[config.mk]
export PLATFORM = sky130hd
export DESIGN_NAME = perm_check_top
export DESIGN_NICKNAME = d
export VERILOG_FILES = /design/src/rtl/perm_pkg.sv /design/src/rtl/perm_dom_reg.sv /design/src/rtl/perm_ap_decode.sv /design/src/rtl/perm_eval.sv /design/src/rtl/perm_check_top.sv
export SDC_FILE = /design/constraint.sdc
export NUM_CORES = 1
export LEC_CHECK = 0
export CAP_MARGIN = 20
export CORE_UTILIZATION = 62
export CTS_CLUSTER_DIAMETER = 150
export DETAILED_ROUTE_END_ITERATION = 7
export DONT_BUFFER_PORTS = 1
export GPL_ROUTABILITY_DRIVEN = 0
export PLACE_DENSITY = 0.78
export SLEW_MARGIN = 10
export SYNTH_ARGS = -nofsm -noshare
export SYNTH_HDL_FRONTEND = slang
export SYNTH_SLANG_ARGS = --single-unit
[constraint.sdc]
create_clock -name clk -period 1.4 [get_ports clk]
set_input_delay 0.14 -clock clk [delete_from_list [all_inputs] [get_ports clk]]
set_output_delay 0.14 -clock clk [all_outputs]
set_load 0.02 [all_outputs]
[src/rtl/perm_pkg.sv]
package perm_pkg;

  typedef enum logic [1:0] {
    FLT_NONE    = 2'd0,
    FLT_DOMAIN  = 2'd1,
    FLT_ACCFLAG = 2'd2,
    FLT_PERM    = 2'd3
  } fault_e;

  localparam logic [1:0] DOM_BLOCKED = 2'd0;
  localparam logic [1:0] DOM_CLIENT  = 2'd1;
  localparam logic [1:0] DOM_RSVD    = 2'd2;
  localparam logic [1:0] DOM_MANAGER = 2'd3;

  typedef struct packed {
    logic   rd;
    logic   wr;
    logic   ex;
    fault_e fault;
  } verdict_t;

endpackage

[src/rtl/perm_dom_reg.sv]
module perm_dom_reg #(
  parameter int NUM_DOM = 16,
  localparam int SEL_W  = $clog2(NUM_DOM),
  localparam int REG_W  = 2 * NUM_DOM
) (
  input  logic             clk,
  input  logic             rst_n,
  input  logic             we,
  input  logic [REG_W-1:0] wdata,
  input  logic [SEL_W-1:0] sel,
  output logic [REG_W-1:0] dacr_q,
  output logic [1:0]       dom_val
);

  logic [REG_W-1:0] dacr_d;
  logic [1:0]       field [NUM_DOM];

  always_comb begin
    dacr_d = dacr_q;
    if (we) begin
      dacr_d = wdata;
    end
  end

  always_ff @(posedge clk or negedge rst_n) begin
    if (!rst_n) begin
      dacr_q <= '0;
    end else if (we) begin
      dacr_q <= dacr_d;
    end
  end

  for (genvar g = 0; g < NUM_DOM; g++) begin : g_field
    assign field[g] = dacr_q[2*g +: 2];
  end

  assign dom_val = field[sel];

endmodule

[src/rtl/perm_ap_decode.sv]
module perm_ap_decode (
  input  logic [2:0] ap,
  input  logic       user,
  input  logic       afe,
  output logic       rd,
  output logic       wr,
  output logic       af_miss
);

  logic priv;
  assign priv = !user;

  always_comb begin
    rd      = 1'b0;
    wr      = 1'b0;
    af_miss = 1'b0;
    if (afe) begin
      af_miss = !ap[0];
      unique case (ap[2:1])
        2'd0: begin rd = priv; wr = priv; end
        2'd1: begin rd = 1'b1; wr = 1'b1; end
        2'd2: begin rd = priv; end
        2'd3: begin rd = 1'b1; end
        default: ;
      endcase
    end else begin
      unique case (ap)
        3'd1:       begin rd = priv; wr = priv; end
        3'd2:       begin rd = 1'b1; wr = priv; end
        3'd3:       begin rd = 1'b1; wr = 1'b1; end
        3'd5:       begin rd = priv; end
        3'd6, 3'd7: begin rd = 1'b1; end
        default: ;
      endcase
    end
  end

endmodule

[src/rtl/perm_eval.sv]
module perm_eval
  import perm_pkg::*;
(
  input  logic [1:0] dom_val,
  input  logic       rd_raw,
  input  logic       wr_raw,
  input  logic       af_miss,
  input  logic       xn,
  input  logic       pxn,
  input  logic       user,
  input  logic [1:0] acc,
  output verdict_t   verdict
);

  logic xn_eff, fetch, ex_raw, granted;

  assign xn_eff  = xn | (pxn & !user);
  assign fetch   = acc[1];
  assign ex_raw  = (rd_raw | wr_raw) & !xn_eff;
  assign granted = fetch ? ex_raw : (acc[0] ? wr_raw : rd_raw);

  always_comb begin
    verdict = '{rd: 1'b0, wr: 1'b0, ex: 1'b0, fault: FLT_NONE};
    unique case (dom_val)
      DOM_MANAGER: begin
        verdict.rd = 1'b1;
        verdict.wr = 1'b1;
        verdict.ex = 1'b1;
      end
      DOM_CLIENT: begin
        if (xn_eff && fetch) begin
          verdict.fault = FLT_PERM;
        end else if (af_miss) begin
          verdict.fault = FLT_ACCFLAG;
        end else if (!granted) begin
          verdict.fault = FLT_PERM;
        end else begin
          verdict.rd = rd_raw;
          verdict.wr = wr_raw;
          verdict.ex = ex_raw;
        end
      end
      default: verdict.fault = FLT_DOMAIN;
    endcase
  end

endmodule

[src/rtl/perm_check_top.sv]
module perm_check_top
  import perm_pkg::*;
#(
  parameter int NUM_DOM = 16,
  localparam int SEL_W  = $clog2(NUM_DOM),
  localparam int REG_W  = 2 * NUM_DOM
) (
  input  logic             clk,
  input  logic             rst_n,
  input  logic             dacr_we,
  input  logic [REG_W-1:0] dacr_wdata,
  input  logic             req_valid,
  input  logic [2:0]       req_ap,
  input  logic             req_xn,
  input  logic             req_pxn,
  input  logic [SEL_W-1:0] req_domain,
  input  logic [1:0]       req_acc,
  input  logic             req_user,
  input  logic             req_afe,
  output logic             rsp_valid,
  output logic             rsp_rd,
  output logic             rsp_wr,
  output logic             rsp_ex,
  output logic [1:0]       rsp_fault
);

  logic [1:0]       rst_pipe;
  logic             rst_n_i;
  logic [REG_W-1:0] dacr_q;
  logic [1:0]       dom_val;
  logic             rd_raw, wr_raw, af_miss;
  verdict_t         verdict_c, verdict_d, verdict_q;
  logic             valid_d, valid_q;

  always_ff @(posedge clk or negedge rst_n) begin
    if (!rst_n) begin
      rst_pipe <= 2'b00;
    end else begin
      rst_pipe <= {rst_pipe[0], 1'b1};
    end
  end
  assign rst_n_i = rst_pipe[1];

  perm_dom_reg #(.NUM_DOM(NUM_DOM)) dom_reg_i (
    .clk     (clk),
    .rst_n   (rst_n_i),
    .we      (dacr_we),
    .wdata   (dacr_wdata),
    .sel     (req_domain),
    .dacr_q  (dacr_q),
    .dom_val (dom_val)
  );

  perm_ap_decode ap_dec_i (
    .ap      (req_ap),
    .user    (req_user),
    .afe     (req_afe),
    .rd      (rd_raw),
    .wr      (wr_raw),
    .af_miss (af_miss)
  );

  perm_eval eval_i (
    .dom_val (dom_val),
    .rd_raw  (rd_raw),
    .wr_raw  (wr_raw),
    .af_miss (af_miss),
    .xn      (req_xn),
    .pxn     (req_pxn),
    .user    (req_user),
    .acc     (req_acc),
    .verdict (verdict_c)
  );

  always_comb begin
    valid_d   = req_valid;
    verdict_d = verdict_q;
    if (req_valid) begin
      verdict_d = verdict_c;
    end
  end

  always_ff @(posedge clk or negedge rst_n_i) begin
    if (!rst_n_i) begin
      valid_q <= 1'b0;
    end else begin
      valid_q <= valid_d;
    end
  end

  always_ff @(posedge clk or negedge rst_n_i) begin
    if (!rst_n_i) begin
      verdict_q <= '{rd: 1'b0, wr: 1'b0, ex: 1'b0, fault: FLT_NONE};
    end else if (req_valid) begin
      verdict_q <= verdict_d;
    end
  end

  assign rsp_valid = valid_q;
  assign rsp_rd    = verdict_q.rd;
  assign rsp_wr    = verdict_q.wr;
  assign rsp_ex    = verdict_q.ex;
  assign rsp_fault = verdict_q.fault;

endmodule

==> Flow_metrics.wiki <==
{| class="wikitable"
! Metric !! Value
|-
| Outcome || finished with violations
|-
| Violations in the final reports || DRC, hold timing, setup timing
|-
| Final worst path period share || 133%
|-
| Worst path bufs/invs || 0
|-
| Final Util || between 90% and 100%
|-
| Final Routed Wirelength || around 8000 µm
|-
| Fraction of synthesized cell area in xor and xnor cells || 0%
|-
| Die outline area || roughly 3300 µm²
|-
| Clock tree from TritonCTS || done
|-
| Count of TritonRoute iterations in the first routing pass || 8
|-
| Via count of the first global-routing pass || approximately 1,800
|-
| Net count of the finished layout || 267
|-
| Root buffer cell || sky130_fd_sc_hd__clkbuf_4
|-
| Fin crit period || 1870 ps
|-
| Gate family responsible for the most delay along the worst path || compound AO/OA/AOI/OAI gates
|-
| Die width || roughly 57 µm
|-
| Placed Instances || between 150 and 200
|-
| Final Hold Vio Count || 1
|-
| Max_cap viols || 0
|-
| Clock group share of total power || 27.4%
|-
| Main combinational cell family by area after synthesis || multiplexers
|-
| Count of filler cells inserted in the layout || 48
|-
| Power density over the cells || around 1100 nW/µm²
|-
| Origin of the worst min-delay path || req_valid
|-
| Portion of netlist area occupied by mux cells || 27.9%
|-
| Number of antenna violations at the first check in global routing || 0
|-
| Simple-gate share of the synthesized area || ~4.8%
|-
| Filler-free cell count of the finished design || 250
|-
| Remaining number of nets flagged by the antenna check after routing || 0
|-
| Number of buffers added by the clock tree synthesis step || 5
|-
| Pint || between 2 and 2.5 mW
|-
| Starting utilization of the core area || between 60 and 70%
|-
| Max IR drop VDD || around 0.00085 V
|-
| Gr usage total || a little over two fifths
|-
| Area growth from synthesis to layout || 44.7%
|-
| Maximum number of pins on one net before global-route repair || 39
|-
| First DRT Iteration DRCs || between 200 and 250
|-
| Fraction of final layout cells with drive strength greater than 1 || 29.7%
|-
| IO Count || between 50 and 60
|-
| Placed standard-cell area || ~1900 µm²
|-
| Maximum clock frequency || ~540 MHz
|-
| Count of flip-flops with a built-in enable after synthesis || 0
|-
| Post-synthesis instance area || approximately 1900 µm²
|-
| DRC viols || 8
|-
| Maximum net fanout on the critical path || 4
|-
| Final Max Slew Viols || 0
|-
| Total number of vias || about 1,800
|-
| Setup TNS || -2130 ps
|-
| Async set-or-reset flop fraction in the synthesized netlist || 100%
|-
| Minimum hold slack || -3.41 ps
|-
| Combinational group share of total power || a little under a quarter
|-
| Cell variety after synth || 30
|-
| Die extent in y || roughly 57 µm
|-
| Clk pin slew, worst setup/hold paths || ~140 ps
|-
| Crit path arrival time || approximately 2100 ps
|-
| Number of register bits inferred by synthesis || 40
|-
| Max H-tree Level || 2
|-
| Category of the most critical setup path || register to register
|-
| Switching share of power || slightly below 30%
|-
| Adder-cell share of the synthesized area || less than 1%
|-
| Mean Syn Cell Area || 13.4 µm²
|-
| Data required time of the worst path || 1650 ps
|-
| Largest stage delay on the critical path || roughly 430 ps
|-
| Worst path cell trace || mux2i_1 > a22oi_1 > nand3_1 > nand2_1 > a221o_2
|-
| Routed len/inst || approximately 32 µm
|-
| Slowest cell on the critical path || sky130_fd_sc_hd__dfrtp_1
|-
| DPL Wire Length || about 2600 µm
|-
| Number of instances in the synthesized netlist || 140
|-
| Std cell rows || 19
|-
| Final worst setup slack || -465 ps
|-
| Net switching power of the design || around 0.84 mW
|-
| Maximum number of buffers from clock root to sink || 2
|-
| Post-synth top flop || sky130_fd_sc_hd__dfrtp_1
|-
| Share of the synthesized area in the top cell type || 53.2%
|-
| Nets in the synthesized netlist || around 190
|-
| Remaining global-route overflow || 0
|-
| Area fraction in compound gates after synthesis || around a tenth
|-
| Part of the Yosys area used for sequential elements || a little over half
|-
| Setup crit start || dom_reg_i.dacr_q[26]
|-
| Clk Latency, worst-skew pair || around 360 ps
|-
| Total power of the final layout || 2.90 mW
|-
| Drt via density || between 7 and 8
|-
| Combined flip-flop and latch cell area || between 1000 and 1500 µm²
|-
| Cell types occupying the most area after synthesis || sky130_fd_sc_hd__dfrtp_1 53%, sky130_fd_sc_hd__mux2_2 19%, sky130_fd_sc_hd__mux2i_1 6.4%, sky130_fd_sc_hd__mux4_2 2.4%, sky130_fd_sc_hd__nor2b_1 2.0%
|-
| CP Capture Type || register
|-
| Proportion of power drawn by flip-flops and latches || between 40% and 50%
|-
| Layout Cell Area excl Fill || ~2700 µm²
|-
| Standby leakage power || 1.19 nW
|-
| Antenna cell count || 0
|-
| Layout Skew || 13.4 ps
|-
| Path category of the worst min-delay check || primary input to register
|-
| Top cell type by total area after synthesis || sky130_fd_sc_hd__dfrtp_1
|-
| RSZ-0062 raised after global routing || yes
|-
| Launching point of the worst reg2reg path || dom_reg_i.dacr_q[26]
|-
| CP startpoint kind || register
|-
| Ys Warns || 0
|-
| First-pass GRT wire length || about 9700 µm
|-
| Combined area of the multi-input logic cells || 843 µm²
|-
| Area of the core region || roughly 2800 µm²
|-
| Count of buffers inserted at the top-level ports || 0
|-
| Number of setup violations in the final report || 10
|-
| CTS sink cnt || 40
|}
[power by group through the flow]
stage	clock network, mW	logic, mW	registers, mW
3_5_place_dp	0	0.333	1.41
6_report	0.793	0.675	1.43
3_3_place_gp	0	0.321	1.40
5_1_grt	0.845	0.694	1.43
4_1_cts	0.753	0.555	1.39
2_1_floorplan	0	0.277	1.40
[routing by layer]
layer	vias to the layer above	global-route usage (%)	share of wire [%]
li1	668	-	-
met1	841	49.5	30
met2	235	69.9	45
met3	100	14.3	13
met4	0	24.7	11
met5	-	0	0
[registers in the layout (all words and copies together), names as in the netlist]
| register | cells |
|---|---|
| dom_reg_i.dacr_q | 32 |
| rsp_fault | 2 |
| rst_pipe | 2 |
| rsp_ex | 1 |
| rsp_rd | 1 |
| rsp_valid | 1 |
| rsp_wr | 1 |
[cells in the final DEF (no fill, tap or decap), drive strengths merged, types with 4 or more instances in the layout]
cell type and instances:
dfrtp 40, dlygate4sd3 61, nand3 4, a211oi 4
mux2i 12, buf 14, nor2 4, clkbuf 6
nor2b 6, a22oi 5, mux2 32, inv 6
[repair_timing]
item,in CTS,in global routing
cloned,0,0
gates resized for setup,3,4
hold buffers,63,1
pin swaps,3,3
hold endpoints to repair,36,1
endpoints found under the setup margin,5,6
setup buffers,3,4
[synth_stat cells, drive strengths merged (2+ instances only)]
master,number
mux4,2
inv,6
nand3,4
mux2i,12
a221oi,2
a311o,2
buf,5
a22oi,5
nor2b,6
nor2,4
a211oi,4
nand2,3
a21oi,3
dfrtp,40
mux2,32
[final cells by class]
class,instances,area share [%]
clock buffer,6,1.52
clock inverter,2,1.29
inverter,6,0.827
multi-input combinational,88,31.0
sequential,40,36.8
tap,31,1.42
timing repair buffer,77,27.2
[final timing paths]
kind / endpoint / slack, ps / cells past startpoint
min in group asynchronous: dom_reg_i.dacr_q[31] / 320 / 1
max reg2reg: rsp_rd / -470 / 5
min: rsp_fault[0] / -3 / 2
max: rsp_rd / -470 / 5
max in group asynchronous: rst_pipe[0] / 680 / 2
min reg2reg: dom_reg_i.dacr_q[31] / 320 / 1
[logic make-up (layout without fill, tap and decap cells)]
kind of cell	Yosys count	count (layout)
mux	46	46
flops	40	40
compound gates	22	22
simple gates	18	18
buf+inv	12	91
fa+ha+maj	1	1
other cells	1	1
[per-stage QoR]
stage,setup slack (ps),hold WS [ps]
6_report,-465,-3.41
3_5_place_dp,-249,-156
2_1_floorplan,-147,-156
4_1_cts,-240,1.85
5_1_grt,-437,-6.52
3_3_place_gp,-202,-156
Power figures use the tool's default switching activity.
